<file path="src/rtl/rms_pkg.sv">
package rms_pkg;

    // Root engine sequencing
    typedef enum logic [1:0] {
        RT_IDLE = 2'd0,
        RT_CALC = 2'd1,
        RT_DONE = 2'd2
    } root_state_t;

    localparam int SMP_W_DEF  = 24;
    localparam int CORR_W_DEF = 12;
    localparam int LPF_K_DEF  = 4;
    localparam int CORR_SH_DEF = 15;

endpackage

</file>
<file path="src/rtl/rms_square_lpf.sv">
module rms_square_lpf #(
    parameter int SMP_W = 24,
    parameter int LPF_K = 4
) (
    input  logic                 clk,
    input  logic                 rst,
    input  logic                 smp_valid,
    input  logic [SMP_W-1:0]     smp_data,
    output logic [2*SMP_W-1:0]   ms_q,
    output logic                 ms_upd
);
    localparam int SQ_W   = 2 * SMP_W;
    localparam int DIFF_W = SQ_W + 2;

    logic signed [SQ_W-1:0]   sq;
    logic signed [DIFF_W-1:0] diff;
    logic signed [DIFF_W-1:0] step;
    logic signed [DIFF_W-1:0] ms_next;

    always_comb begin
        sq      = $signed(smp_data) * $signed(smp_data);
        diff    = $signed({2'b00, sq}) - $signed({2'b00, ms_q});
        step    = diff >>> LPF_K;
        ms_next = $signed({2'b00, ms_q}) + step;
    end

    always_ff @(posedge clk) begin
        if (rst) begin
            ms_q   <= '0;
            ms_upd <= 1'b0;
        end else begin
            ms_upd <= smp_valid;
            if (smp_valid) begin
                ms_q <= ms_next[SQ_W-1:0];
            end
        end
    end
endmodule

</file>
<file path="src/rtl/rms_ofs_adj.sv">
module rms_ofs_adj #(
    parameter int SQ_W    = 48,
    parameter int CORR_W  = 12,
    parameter int CORR_SH = 15
) (
    input  logic [SQ_W-1:0]   ms_q,
    input  logic [CORR_W-1:0] corr,
    output logic [SQ_W-1:0]   rad
);
    localparam int SUM_W = SQ_W + 2;

    logic signed [SUM_W-1:0] corr_ext;
    logic signed [SUM_W-1:0] sum;

    always_comb begin
        corr_ext = SUM_W'($signed(corr)) <<< CORR_SH;
        sum      = $signed({2'b00, ms_q}) + corr_ext;
        if (sum[SUM_W-1]) begin
            rad = '0;
        end else begin
            rad = sum[SQ_W-1:0];
        end
    end
endmodule

</file>
<file path="src/rtl/rms_isqrt.sv">
module rms_isqrt
    import rms_pkg::*;
#(
    parameter int N = 24
) (
    input  logic             clk,
    input  logic             rst,
    input  logic             start,
    input  logic [2*N-1:0]   rad,
    output logic             busy,
    output logic [N-1:0]     root,
    output logic             root_valid
);
    localparam int RMW = N + 4;
    localparam int CW  = $clog2(N);

    root_state_t      state_q, state_d;
    logic [2*N-1:0]   d_sh;
    logic [RMW-1:0]   rem_q;
    logic [N-1:0]     q_q;
    logic [CW-1:0]    cnt_q;

    logic [RMW-1:0]   rem_sh;
    logic [RMW-1:0]   trial;
    logic [RMW-1:0]   rem_n;
    logic [N-1:0]     q_n;

    // state register
    always_ff @(posedge clk) begin
        if (rst) begin
            state_q <= RT_IDLE;
        end else begin
            state_q <= state_d;
        end
    end

    // transitions
    always_comb begin
        state_d = state_q;
        unique case (state_q)
            RT_IDLE: if (start) state_d = RT_CALC;
            RT_CALC: if (cnt_q == '0) state_d = RT_DONE;
            RT_DONE: state_d = RT_IDLE;
            default: state_d = RT_IDLE;
        endcase
    end

    // one non-restoring step
    always_comb begin
        rem_sh = {rem_q[RMW-3:0], d_sh[2*N-1:2*N-2]};
        trial  = {{(RMW-N-2){1'b0}}, q_q, rem_q[RMW-1], 1'b1};
        if (rem_q[RMW-1]) begin
            rem_n = rem_sh + trial;
        end else begin
            rem_n = rem_sh - trial;
        end
        q_n = {q_q[N-2:0], ~rem_n[RMW-1]};
    end

    // datapath and outputs
    always_ff @(posedge clk) begin
        if (rst) begin
            d_sh       <= '0;
            rem_q      <= '0;
            q_q        <= '0;
            cnt_q      <= '0;
            root       <= '0;
            root_valid <= 1'b0;
        end else begin
            root_valid <= 1'b0;
            unique case (state_q)
                RT_IDLE: begin
                    if (start) begin
                        d_sh  <= rad;
                        rem_q <= '0;
                        q_q   <= '0;
                        cnt_q <= CW'(N - 1);
                    end
                end
                RT_CALC: begin
                    d_sh  <= d_sh << 2;
                    rem_q <= rem_n;
                    q_q   <= q_n;
                    cnt_q <= cnt_q - 1'b1;
                end
                RT_DONE: begin
                    root       <= q_q;
                    root_valid <= 1'b1;
                end
                default: ;
            endcase
        end
    end

    assign busy = (state_q != RT_IDLE);
endmodule

</file>
<file path="src/rtl/rms_offset_calc.sv">
module rms_offset_calc
    import rms_pkg::*;
#(
    parameter int SMP_W   = SMP_W_DEF,
    parameter int CORR_W  = CORR_W_DEF,
    parameter int LPF_K   = LPF_K_DEF,
    parameter int CORR_SH = CORR_SH_DEF
) (
    input  logic              clk,
    input  logic              rst,
    input  logic              smp_valid,
    input  logic [SMP_W-1:0]  smp_data,
    input  logic              ofs_wr,
    input  logic [CORR_W-1:0] ofs_wdata,
    output logic [SMP_W-1:0]  rms_out,
    output logic              rms_valid
);
    localparam int SQ_W = 2 * SMP_W;

    logic [SQ_W-1:0]   ms_q;
    logic              ms_upd;
    logic [CORR_W-1:0] corr_q;
    logic [SQ_W-1:0]   rad_in;
    logic              root_busy;
    logic              root_start;

    always_ff @(posedge clk) begin
        if (rst) begin
            corr_q <= '0;
        end else if (ofs_wr) begin
            corr_q <= ofs_wdata;
        end
    end

    rms_square_lpf #(
        .SMP_W (SMP_W),
        .LPF_K (LPF_K)
    ) lpf_i (
        .clk       (clk),
        .rst       (rst),
        .smp_valid (smp_valid),
        .smp_data  (smp_data),
        .ms_q      (ms_q),
        .ms_upd    (ms_upd)
    );

    rms_ofs_adj #(
        .SQ_W    (SQ_W),
        .CORR_W  (CORR_W),
        .CORR_SH (CORR_SH)
    ) adj_i (
        .ms_q (ms_q),
        .corr (corr_q),
        .rad  (rad_in)
    );

    assign root_start = ms_upd & ~root_busy;

    rms_isqrt #(
        .N (SMP_W)
    ) root_i (
        .clk        (clk),
        .rst        (rst),
        .start      (root_start),
        .rad        (rad_in),
        .busy       (root_busy),
        .root       (rms_out),
        .root_valid (rms_valid)
    );
endmodule

</file>
<file path="config.mk">
export PLATFORM = sky130hd
export DESIGN_NAME = rms_offset_calc
export DESIGN_NICKNAME = d
export VERILOG_FILES = /design/src/rtl/rms_pkg.sv /design/src/rtl/rms_square_lpf.sv /design/src/rtl/rms_ofs_adj.sv /design/src/rtl/rms_isqrt.sv /design/src/rtl/rms_offset_calc.sv
export SDC_FILE = /design/constraint.sdc
export NUM_CORES = 2
export LEC_CHECK = 0
export BUFFER_PORTS_ARGS = -buffer_cell sky130_fd_sc_hd__buf_2
export CAP_MARGIN = 0
export CORE_UTILIZATION = 70
export DETAILED_ROUTE_END_ITERATION = 12
export GPL_TIMING_DRIVEN = 1
export PLACE_DENSITY = 0.88
export SKIP_LAST_GASP = 1
export SLEW_MARGIN = 20
export SYNTH_ARGS = -nofsm -noshare
export SYNTH_HDL_FRONTEND = slang
export SYNTH_SLANG_ARGS = --single-unit
</file>
<file path="constraint.sdc">
create_clock -name clk -period 40.9 [get_ports clk]
set_clock_uncertainty 0.1 [all_clocks]
set_input_delay 8.18 -clock clk [delete_from_list [all_inputs] [get_ports clk]]
set_output_delay 8.18 -clock clk [all_outputs]
set_load 0.02 [all_outputs]
</file>
; ---- After elaboration in Yosys (flattened, before gate mapping)
; Index checks and enable logic that the tools add are counted.
[word_totals]
reg_bits = 193
input_bits = 40
output_inout_bits = 25
[classes]
addsub = 6
mul = 1
n_eq_ne = 4
mux = 14
bitwise = 3
reduce_logical = 6
[op_table]
columns = cell, n
row1 = $mux W48, 2
row2 = $pmux W48 S2, 1
row3 = $mux W28, 2
row4 = $pmux W28 S2, 1
row5 = $add A49 B27 Y50, 1
row6 = $sub A48 B48 Y49, 1
row7 = $add A48 B45 Y48, 1
row8 = $mul A24 B24 Y48, 1
row9 = $pmux W24 S2, 1
row10 = $add A28 B26 Y28, 1
row11 = $sub A28 B26 Y28, 1
row12 = $mux W24, 1
row13 = $pmux W5 S2, 1
row14 = $logic_not A5 Y1, 1
row15 = $mux W5, 1
row16 = $sub A5 B1 Y5 const B, 1
row17 = $mux W2, 2
row18 = $ne A2 B1 Y1 const B, 2
row19 = $pmux W2 S2, 1
row20 = $reduce_and A2 Y1, 2
row21 = $reduce_bool A2 Y1, 2
row22 = $eq A2 B1 Y1 const B, 1
row23 = $eq A2 B2 Y1 const B, 1
row24 = $logic_not A2 Y1, 1
row25 = other kinds (3), 4

; ---- Longest topological paths before layout
[logic_depth]
depth_word = 5
mapped_depth = 53

; ---- Cells and area by module
; Synthesis repeated with hierarchy kept, for this count alone.
[hier_totals]
cells_unflattened = 3977
area_unflattened_um2 = 34275.4
[modules_own_cells]
columns = mod, n_inst, cells_each, area_per_inst_um2, seq_area_each_um2
row1 = rms_square_lpf, 1, 2839, 25338.1, 980.9
row2 = rms_isqrt, 1, 813, 6571.3, 2622.5
row3 = rms_ofs_adj, 1, 286, 1939.4, 0.0
row4 = rms_offset_calc, 1, 39, 426.7, 240.2

; ---- Worst setup path after synthesis
; No wires, ideal clock.
[synth_timing]
kind = input to register
startpoint = in smp_data[15]
endpoint = reg lpf_i.ms_q[47]
setup_time_ps = 121
t_arrival_ps = 18588
slack_ps = 22091
stages = 48
path_buffers = 3
cell_sequence = clkbuf_1 clkbuf_1 nand2_1 fa_1 fa_1 fa_1 inv_1 fa_1 inv_1 fa_1 inv_1 fa_1 inv_1 fa_1 inv_1 ha_1 nand3_1 o221ai_1 [... 12 more ...] a221o_1 a21o_1 a21o_1 a311oi_1 xnor2_1 ha_1 clkbuf_1 a21o_1 a21o_1 a21oi_1 o21ai_0 a21o_1 a31oi_4 o21ai_2 a221o_1 or2_0 mux2_4 mux2_4
[synth_between]
elab_chain_cells = 3
[synth_rtl]
columns = element, line
row1 = "start, declared", rms_offset_calc.sv:12  ; input logic [SMP_W-1:0] smp_data,
row2 = $mul A24 B24 Y48, rms_square_lpf.sv:21  ; sq = $signed(smp_data) * $signed(smp_data);
row3 = $sub A48 B48 Y49, rms_square_lpf.sv:22  ; diff = $signed({2'b00, sq}) - $signed({2'b00, ms_q});
row4 = $add A48 B45 Y48, rms_square_lpf.sv:24  ; ms_next = $signed({2'b00, ms_q}) + step;
row5 = "end signal, assigned", rms_square_lpf.sv:34  ; ms_q <= ms_next[SQ_W-1:0];
row6 = "end, declared", rms_square_lpf.sv:9  ; output logic [2*SMP_W-1:0] ms_q,
; Every way passes these cells.
; A chain may end at the register's enable or synchronous reset.

; ---- Worst setup path in the final report
[layout_timing]
startpoint = in smp_data[14]
endpoint = reg lpf_i.ms_q[47]
; Same word-level chain as after synthesis.

==> results by group <==
Hold path
  – Hold Path Class: flop to flop
  – Hold depth: 2
  – Hold endpoint: root_i.root[11]
  – HP Start: root_i.root[11]

Status
  – Status: completed

Final layout
  – Share of layout cells above drive strength 1: 3.54%
  – Commonest non-fill, non-tap cells in the layout: 737 x inv_1, 558 x fa_1, 325 x nand2_1, 301 x ha_1, 195 x a21oi_1
  – Nets: 4561
  – Post-route cell area: 0.0341 mm^2
  – Commonest non-fill, non-tap cell in the layout: inv_1
  – Antenna cells: 0
  – Area grow syn2layout: 3.85%

STA
  – Final Hold Fails: 0
  – Fin. max-slew vios: 0
  – Fmax: 50.9 MHz
  – RSZ-0062 raised after global routing: no
  – TNS Setup: 0 ps
  – Final setup fails: 0
  – Crit path time final: 19660 ps
  – Slew headroom: 31.4%
  – Worst Tran Pin Value: 1030 ps
  – Final hold slack: 352 ps
  – Period utilisation layout: 48.1%

Setup path
  – CP Data Arrival Time: 19920 ps
  – Worst path bufs/invs: 7
  – Worst Path Class, Setup: input port to flop
  – Worst-path cell with the longest stage delay: o31ai_1
  – Reg2reg setup slack: 34830 ps
  – Crit-path most repeated cell: fa_1
  – Crit path launch: smp_data[14]
  – Max incr delay on CP: 800 ps
  – Crit-path max FO: 27
  – Worst flop-to-flop path endpoint: lpf_i.ms_q[47]
  – RR Startpoint: lpf_i.ms_q[2]
  – Critical Path Sink Type: flop
  – Delay-heaviest family, CP: adder cells
  – FF-to-FF path depth: 24
  – Worst path required time: 41150 ps
  – Startpoint Class: input port

Global route
  – Top Usage Layer GRT: met2
  – GRT met2 Usage: 56.8%
  – GR Overflow Total: 0
  – Largest net degree at the start of global routing: 84
  – GR Util met3: 3.83%
  – Vias in the first global route: 26400
  – First-pass GRT wire length: 127000 um
  – Antenna violations before repair: 0
  – Gr usage total: 33.1%
  – Met1 Use GR: 41.3%

Synthesis
  – Post-synthesis cell area: 0.0329 mm^2
  – Sequential share of the synthesized area: 11.7%
  – #FFs+latches synth: 192
  – Syn Nets: 4595
  – Syn. warnings: 0
  – FFs w/ async S/R, synth: 0%
  – Top post-synthesis cells by area: fa_1 34%, dfxtp_1 12%, ha_1 11%, inv_1 8.4%, xnor2_1 3.9%
  – Post-synth EDFFs: 0
  – Synth top area share: 34.0%
  – Commonest register cell after synthesis: dfxtp_1
  – Post-synth cell types: 80
  – Post-synthesis instance total: 3696
  – Syn avg cell area: 8.90 um^2
  – Area leader, netlist: fa_1

Drt
  – Total number of vias: 25600
  – DR iter-0 viols: 1926
  – Final WL: 76300 um
  – DRC Markers: 0
  – Via-to-Cell Ratio: 5.98
  – WL per Instance: 17.8 um
  – ANT nets after route: 0
  – Router iterations before antenna repair: 6

Clocking
  – CTS resizes: 0
  – CTS tree: built
  – Clock Latency Late Sink: 460 ps
  – Clk root buf: clkbuf_16
  – CTS sink count: 192
  – CTS Buf Count: 17
  – Clock Pin Slew Worst Setup and Hold Paths: 80 ps
  – CTS Buffer Depth: 2
  – CTS H-tree depth: 4
  – Hold Buf Count CTS: 0
  – Setup bufs post-CTS: 0

Run
  – Maximum Capacitance Violations: 0

Floorplanning
  – Core area: 0.0465 mm^2
  – Row count: 79
  – I/O pins: 65
  – Die area: 0.0478 mm^2
  – Starting density of the core: 70.8%
  – Die height: 219 um
  – Die W: 219 um

Placement
  – Gpl congestion: 0.959
  – DP HPWL: 61600 um
  – Buffers on Ports: 64
  – Placement Cell Area: 0.0336 mm^2
-- registers in the layout, summed over array words and instances, names as in the netlist --
| name | cells |
|---|---|
| root_i.cnt_q | 5 |
| lpf_i.ms_upd | 1 |
| corr_q | 12 |
| root_i.root | 24 |
| root_i.root_valid | 1 |
| root_i.state_q | 2 |
| root_i.d_sh | 48 |
| root_i.q_q | 24 |
| root_i.rem_q | 27 |
| lpf_i.ms_q | 48 |
-- per-stage QoR --
stage	worst slack (ps)	utilization, %	instances
floorplan	22090	-	3696
finish	21240	73.5	4282
global placement	21370	72.2	4250
global route	20680	73.5	4282
CTS	21430	73.5	4282
detailed placement	20980	72.2	4250
-- layer usage --
metal | vias up | wire length [um]
li1 | 11800 | -
met1 | 12600 | 29500
met2 | 915 | 39200
met3 | 279 | 3680
met4 | 0 | 3950
met5 | - | 0
-- synth_stat cells, drive strengths merged (26+ instances only) --
cell	count
inv	737
fa	558
nand2	325
ha	301
a21oi	196
dfxtp	192
nor2	187
xnor2	147
and2	126
clkbuf	112
o21ai	105
a21o	96
xor2	67
a22oi	63
mux2i	43
o22ai	39
nor2b	37
o21a	31
nand2b	29
a211oi	26
a22o	26
-- cell families after synthesis --
| logic type | share of synthesized area (%) |
|---|---|
| buffers and inverters | 9.84 |
| adders and majority gates | 45.4 |
| and+or+nand+nor | 11.6 |
| AOI/OAI and AO/OA | 14.3 |
| xor gates and xnor gates | 5.70 |
| DFF | 11.7 |
| muxes | 1.47 |
-- cell type report --
type / count / area [um^2]
clock buffers: 19 / 433
clock inverters: 13 / 145
fillers: 3286 / 12300
inverters: 737 / 2770
multi-input cells: 2643 / 25800
flip-flops and latches: 192 / 3840
well taps: 607 / 759
repair buffers: 71 / 375
-- worst register-to-register path: cells and delay by family (launching register included) --
kind | cells | cell delay, ps
DFF | 1 | 380
xor gates and xnor gates | 1 | 130
adders and majority gates | 2 | 670
muxes | 2 | 560
and+or+nand+nor | 4 | 590
AOI/OAI and AO/OA | 14 | 3440
buffers and inverters | 1 | 100
-- how the worst max path moves through the flow --
stage	endpoint	slack, ps	cells past startpoint
floorplan	lpf_i.ms_q[47]	22090	48
global placement	lpf_i.ms_q[47]	21370	48
detailed placement	lpf_i.ms_q[47]	20980	48
CTS	lpf_i.ms_q[47]	21430	48
global route	lpf_i.ms_q[47]	20680	48
finish	lpf_i.ms_q[47]	21240	48
Power is not shown: default switching activity piles up to over one toggle a cycle in this logic, so the estimate is an artifact.
